`src/rtl/iru_pkg.sv`:
```
package iru_pkg;
  typedef enum logic {
    MODE_DEFERRED = 1'b0,
    MODE_DIRECT   = 1'b1
  } bus_mode_e;

  typedef enum logic {
    ACC_READ  = 1'b0,
    ACC_WRITE = 1'b1
  } acc_kind_e;
endpackage

```
`src/rtl/iru_pc_counter.sv`:
```
module iru_pc_counter #(
  parameter int unsigned ADDR_W = 6
) (
  input  logic              clk_i,
  input  logic              rst_ni,
  output logic [ADDR_W-1:0] pc_o
);
  logic [ADDR_W-1:0] pc_q;

  always_ff @(posedge clk_i or negedge rst_ni) begin
    if (!rst_ni) pc_q <= '0;
    else         pc_q <= pc_q + ADDR_W'(1);
  end

  assign pc_o = pc_q;
endmodule

```
`src/rtl/iru_pending.sv`:
```
module iru_pending
  import iru_pkg::*;
#(
  parameter int unsigned ADDR_W = 6,
  parameter int unsigned DATA_W = 24
) (
  input  logic              clk_i,
  input  logic              rst_ni,
  input  logic              req_valid_i,
  input  logic              req_write_i,
  input  logic [ADDR_W-1:0] req_addr_i,
  input  logic [DATA_W-1:0] req_wdata_i,
  input  bus_mode_e         mode_i,
  input  logic [ADDR_W-1:0] pc_i,
  output logic              busy_o,
  output logic              err_o,
  output logic              exec_o,
  output acc_kind_e         kind_o,
  output logic [ADDR_W-1:0] addr_o,
  output logic [DATA_W-1:0] wdata_o
);
  logic              busy_q, err_q;
  acc_kind_e         kind_q;
  logic [ADDR_W-1:0] addr_q;
  logic [DATA_W-1:0] wdata_q;
  logic              slot_hit, exec, accept;

  assign slot_hit = (pc_i == addr_q);
  assign exec     = busy_q && ((mode_i == MODE_DIRECT) || slot_hit);
  assign accept   = req_valid_i && !busy_q;

  always_ff @(posedge clk_i or negedge rst_ni) begin
    if (!rst_ni) begin
      busy_q  <= 1'b0;
      err_q   <= 1'b0;
      kind_q  <= ACC_READ;
      addr_q  <= '0;
      wdata_q <= '0;
    end else begin
      if (accept) begin
        busy_q  <= 1'b1;
        kind_q  <= req_write_i ? ACC_WRITE : ACC_READ;
        addr_q  <= req_addr_i;
        wdata_q <= req_wdata_i;
      end else if (exec) begin
        busy_q  <= 1'b0;
      end
      // a request during a pending access is discarded
      if (req_valid_i && busy_q) err_q <= 1'b1;
    end
  end

  assign busy_o  = busy_q;
  assign err_o   = err_q;
  assign exec_o  = exec;
  assign kind_o  = kind_q;
  assign addr_o  = addr_q;
  assign wdata_o = wdata_q;
endmodule

```
`src/rtl/iru_imem.sv`:
```
module iru_imem #(
  parameter int unsigned ADDR_W = 6,
  parameter int unsigned DATA_W = 24
) (
  input  logic              clk_i,
  input  logic              rst_ni,
  input  logic [ADDR_W-1:0] raddr_i,
  output logic [DATA_W-1:0] rdata_o,
  input  logic              we_i,
  input  logic [ADDR_W-1:0] waddr_i,
  input  logic [DATA_W-1:0] wdata_i
);
  localparam int unsigned DEPTH = 1 << ADDR_W;

  logic [DATA_W-1:0] mem_q [DEPTH];

  always_ff @(posedge clk_i or negedge rst_ni) begin
    if (!rst_ni) begin
      for (int i = 0; i < DEPTH; i++) mem_q[i] <= '0;
    end else if (we_i) begin
      mem_q[waddr_i] <= wdata_i;
    end
  end

  // read before write: slot fetch sees the old word
  assign rdata_o = mem_q[raddr_i];
endmodule

```
`src/rtl/instr_ram_updater.sv`:
```
module instr_ram_updater
  import iru_pkg::*;
#(
  parameter int unsigned ADDR_W = 6,
  parameter int unsigned DATA_W = 24
) (
  input  logic              clk_i,
  input  logic              rst_ni,
  input  logic              mode_we_i,
  input  logic              mode_i,
  input  logic              req_valid_i,
  input  logic              req_write_i,
  input  logic [ADDR_W-1:0] req_addr_i,
  input  logic [DATA_W-1:0] req_wdata_i,
  output logic              direct_mode_o,
  output logic              busy_o,
  output logic              err_o,
  output logic              rd_valid_o,
  output logic [DATA_W-1:0] rd_data_o,
  output logic [ADDR_W-1:0] fetch_addr_o,
  output logic [DATA_W-1:0] fetch_instr_o
);
  bus_mode_e         mode_q;
  logic [ADDR_W-1:0] pc;
  logic              exec;
  acc_kind_e         kind;
  logic [ADDR_W-1:0] pend_addr;
  logic [DATA_W-1:0] pend_wdata;
  logic [ADDR_W-1:0] bus_addr;
  logic [DATA_W-1:0] bus_rdata;
  logic              rd_valid_q;
  logic [DATA_W-1:0] rd_data_q;

  always_ff @(posedge clk_i or negedge rst_ni) begin
    if (!rst_ni)        mode_q <= MODE_DIRECT;
    else if (mode_we_i) mode_q <= bus_mode_e'(mode_i);
  end

  iru_pc_counter #(.ADDR_W(ADDR_W)) u_pc (
    .clk_i (clk_i),
    .rst_ni(rst_ni),
    .pc_o  (pc)
  );

  iru_pending #(.ADDR_W(ADDR_W), .DATA_W(DATA_W)) u_pend (
    .clk_i      (clk_i),
    .rst_ni     (rst_ni),
    .req_valid_i(req_valid_i),
    .req_write_i(req_write_i),
    .req_addr_i (req_addr_i),
    .req_wdata_i(req_wdata_i),
    .mode_i     (mode_q),
    .pc_i       (pc),
    .busy_o     (busy_o),
    .err_o      (err_o),
    .exec_o     (exec),
    .kind_o     (kind),
    .addr_o     (pend_addr),
    .wdata_o    (pend_wdata)
  );

  // host steals the bus only while its access runs
  assign bus_addr = exec ? pend_addr : pc;

  iru_imem #(.ADDR_W(ADDR_W), .DATA_W(DATA_W)) u_mem (
    .clk_i  (clk_i),
    .rst_ni (rst_ni),
    .raddr_i(bus_addr),
    .rdata_o(bus_rdata),
    .we_i   (exec && (kind == ACC_WRITE)),
    .waddr_i(pend_addr),
    .wdata_i(pend_wdata)
  );

  always_ff @(posedge clk_i or negedge rst_ni) begin
    if (!rst_ni) begin
      rd_valid_q <= 1'b0;
      rd_data_q  <= '0;
    end else begin
      rd_valid_q <= exec && (kind == ACC_READ);
      if (exec && (kind == ACC_READ)) rd_data_q <= bus_rdata;
    end
  end

  assign direct_mode_o = (mode_q == MODE_DIRECT);
  assign rd_valid_o    = rd_valid_q;
  assign rd_data_o     = rd_data_q;
  assign fetch_addr_o  = bus_addr;
  assign fetch_instr_o = bus_rdata;
endmodule

```
`config.mk`:
```
export PLATFORM = sky130hd
export DESIGN_NAME = instr_ram_updater
export DESIGN_NICKNAME = d
export VERILOG_FILES = /design/src/rtl/iru_pkg.sv /design/src/rtl/iru_pc_counter.sv /design/src/rtl/iru_pending.sv /design/src/rtl/iru_imem.sv /design/src/rtl/instr_ram_updater.sv
export SDC_FILE = /design/constraint.sdc
export NUM_CORES = 2
export LEC_CHECK = 0
export ABC_AREA = 1
export ABC_CLOCK_PERIOD_IN_PS = 7500
export BUFFER_PORTS_ARGS = -buffer_cell sky130_fd_sc_hd__buf_2
export CAP_MARGIN = 5
export CELL_PAD_IN_SITES_DETAIL_PLACEMENT = 1
export CELL_PAD_IN_SITES_GLOBAL_PLACEMENT = 2
export CORE_MARGIN = 10
export CORE_UTILIZATION = 41
export DETAILED_ROUTE_END_ITERATION = 16
export GPL_TIMING_DRIVEN = 1
export PLACE_DENSITY_LB_ADDON = 0.05
export REMOVE_ABC_BUFFERS = 1
export SETUP_SLACK_MARGIN = 0.5
export SLEW_MARGIN = 20
export SYNTH_ARGS = -nofsm -noshare
export SYNTH_HDL_FRONTEND = slang
export SYNTH_SLANG_ARGS = --single-unit
```
`constraint.sdc`:
```
create_clock -name clk_i -period 7.5 [get_ports clk_i]
set_input_delay 0.375 -clock clk_i [delete_from_list [all_inputs] [get_ports clk_i]]
set_output_delay 0.375 -clock clk_i [all_outputs]
set_load 0.005 [all_outputs]
```
==> results.sh <==
export IMPL_power_total_mw=30.13
export IMPL_totalWireLength_um=295600
export IMPL_first_iter_violations=5181
export IMPL_cts_buffer_depth=3
export IMPL_grt_overflow=0
export IMPL_cts_tree="done"
export IMPL_worstPathArrival_ps=6300
export IMPL_drtPass1Iterations=5
export IMPL_nets=10041
export IMPL_p_seq_frac=0.389
export IMPL_ys_warn_count=0
export IMPL_netlist_top_cells_count="nand2_1 (3,178), nand3_1 (1,612), dfrtp_1 (1,600)"
export IMPL_fmaxAchievable_mhz=149.8
export IMPL_dieArea_um2=207700
export IMPL_insertion_delay_ps=840
export IMPL_syn_area_um2=77860
export IMPL_timing_hold_ws_ps=60.05
export IMPL_fin_crit_sh=0.8903
export IMPL_tightest_slew_ps=1146
export IMPL_leakage_nw=40.27
export IMPL_synth_main_ff_cell="dfrtp_1"
export IMPL_synth_top_area_share=0.5142
export IMPL_drc_errors=0
export IMPL_power_switching_mw=11.44
export IMPL_dieWidth_um=455.8
export IMPL_dp_cells=12277
export IMPL_grt_pass1_vias=70078
export IMPL_grt_pass1_wl_um=449700
export IMPL_dpl_hpwl_um=164800
export IMPL_worstSetupPathType="flip-flop to output pin"
export IMPL_layout_setup_ws_ps=822.8
export IMPL_grt_use_total=0.2795
export IMPL_setup_viol=0
export IMPL_postSynthAreaPerCell_um2=7.506
export IMPL_drive_above_1_share=0.06455
export IMPL_port_buffers=93
export IMPL_p_sw_frac=0.3797
export IMPL_required_ps=7120
export IMPL_post_cts_buffers=0
export IMPL_htree_levels=4
export IMPL_initial_core_util=0.4133
export IMPL_synthCells=10373
export IMPL_slew_violations=0
export IMPL_routabilityCongestion=0.7884
export IMPL_hold_viol_final=0
export IMPL_die_y_um=455.8
export IMPL_vias=67683
export IMPL_crit_fanout=122
export IMPL_vdd_drop_max_v=0.0002029
export IMPL_clock_sinks=1601
export IMPL_cts_resized=0
export IMPL_ios=94
export IMPL_synthArstFlopShare=1.000
export IMPL_postLayoutCellArea_um2=86240
export IMPL_synth_yosys_seq_area_share=0.5145
export IMPL_start_kind="flip-flop"
export IMPL_maxCapViolations=0
export IMPL_numCtsBuffers=185
export IMPL_relSlewSlack=0.2362
export IMPL_rsz0062_at_grt="false"
export IMPL_p_comb_frac=0.302
export IMPL_final_core_util=0.4577
export IMPL_ctsRootBufferMaster="clkbuf_16"
export IMPL_final_instance_count_excl_fill=12650
export IMPL_grt_max_degree=146
export IMPL_reg2reg_slack_ps=2010
export IMPL_clockPowerShare=0.308
export IMPL_antenna_left=0
export IMPL_period_needed_ps=6677
export IMPL_synth_edff_count=0
export IMPL_fin_setup_tns_ps=0
export IMPL_place_area_um2=79650
export IMPL_holdBufCountCts=35
export IMPL_wl_per_cell_um=23.37
export IMPL_antenna_found_initial=14
export IMPL_netlist_top_cells_area="dfrtp_1 (51%), nand2_1 (15%), nand3_1 (10%)"
export IMPL_yosys_area_top_type="dfrtp_1"
export IMPL_dpl_worst_slack_ps=1743
export IMPL_cp_end_kind="output pin"
export IMPL_synthToLayoutAreaGrowth_pct=10.75
export IMPL_core_area_um2=188400
export IMPL_viasPerCell=5.350
export IMPL_status="finished clean"
export IMPL_fp_row_count=159
export IMPL_p_per_area_nw_per_um2=349.4
export IMPL_ys_seq_elements=1601
export IMPL_synth_cell_types=31
export IMPL_cellInternalPower_mw=18.69
export IMPL_cts_clk_slew_worst_paths_ps=60
export IMPL_hp_class="input pin to async pin"
export IMPL_fin_skew_ps=28.45
export IMPL_yosysMostFrequentCell="nand2_1"
==> registers in the layout, indices dropped and copies added (netlist names) <==
signal,count
u_pend.kind_o,1
rd_data_o,24
rd_valid_o,1
u_pend.addr_o,6
u_pc.pc_o,6
u_pend.busy_o,1
u_pend.err_o,1
u_pend.wdata_o,24
direct_mode_o,1
u_mem.mem_q,1536
==> layout make-up <==
cell class / count / area, um^2
Fill cell: 22983 / 102200
Sequential cell: 1601 / 40060
Multi-Input combinational cell: 6439 / 28740
Clock buffer: 293 / 5784
Inverter: 1485 / 5594
Tap cell: 2495 / 3122
Timing Repair Buffer: 292 / 2512
Clock inverter: 37 / 400.4
Antenna cell: 8 / 20.02
==> critical path, cell delays in order, from the launching register on <==
cell and delay (ps):
dfrtp_1 630, inv_1 290, nand2_1 110, nand2_1 50, nor2_1 110, nand3_1 140
nand2_4 150, nand3_4 600, nand2_8 930, buf_12 550, nand2_1 100, nand2_1 90
nand2_1 50, nand3_1 110, nand3_1 190, nand3_1 370, nand3_1 220, nand2_1 420
buf_2 210
==> routing by layer <==
layer / global-route usage / share of wire
met5: 0 / 0
met4: 0.1004 / 0.038
met3: 0.03142 / 0.040
met2: 0.4774 / 0.48
met1: 0.3661 / 0.44
==> power groups by stage <==
stage / clock network [mW] / logic (mW) / registers, mW
floorplan: 0 / 5.95 / 11.6
global placement: 0 / 8.92 / 11.8
detailed placement: 0 / 9.12 / 11.8
CTS: 9.47 / 9.18 / 11.7
global route: 9.84 / 10.2 / 12.0
finish: 9.29 / 9.11 / 11.7
==> worst paths after layout <==
path | from | to | cells past startpoint
max in group asynchronous | rst_ni | u_mem.mem_q[1326]$_DFFE_PN0P_ | 4
worst max register to register | u_pend.addr_o[4]$_DFFE_PN0P_ | rd_data_o[8]$_DFFE_PN0P_ | 19
worst max-delay path | u_pend.addr_o[4]$_DFFE_PN0P_ | fetch_instr_o[8] | 18
min in group clk_i | req_valid_i | u_pend.err_o$_DFFE_PN0P_ | 3
worst min-delay path | rst_ni | u_mem.mem_q[419]$_DFFE_PN0P_ | 2
worst min register to register | u_pend.err_o$_DFFE_PN0P_ | u_pend.err_o$_DFFE_PN0P_ | 1
==> placed cells by master (no fill, tap or decap), drive strengths merged <==
master       count
buf            257
dfstp            1
nand3         1613
clkinvlp         1
dfrtp         1600
inv           1490
nor3             8
o21ai         1543
clkinv          24
nor4             8
xor2             4
mux2             1
diode            8
ha               1
nand2         3185
a21o             1
nand3b           8
dlygate4sd3     35
nor2            36
a21oi           31
bufinv           7
clkbuf         293
==> cell families after synthesis <==
| logic type | synth area share |
|---|---|
| mux | 0.0001446 |
| compound gates | 0.1017 |
| simple gates | 0.2628 |
| buf+inv | 0.1202 |
| flops | 0.5145 |
| xor+xnor | 0.0004499 |
| fa+ha+maj | 0.0001607 |
No activity file was read; power rests on OpenSTA's default activity.
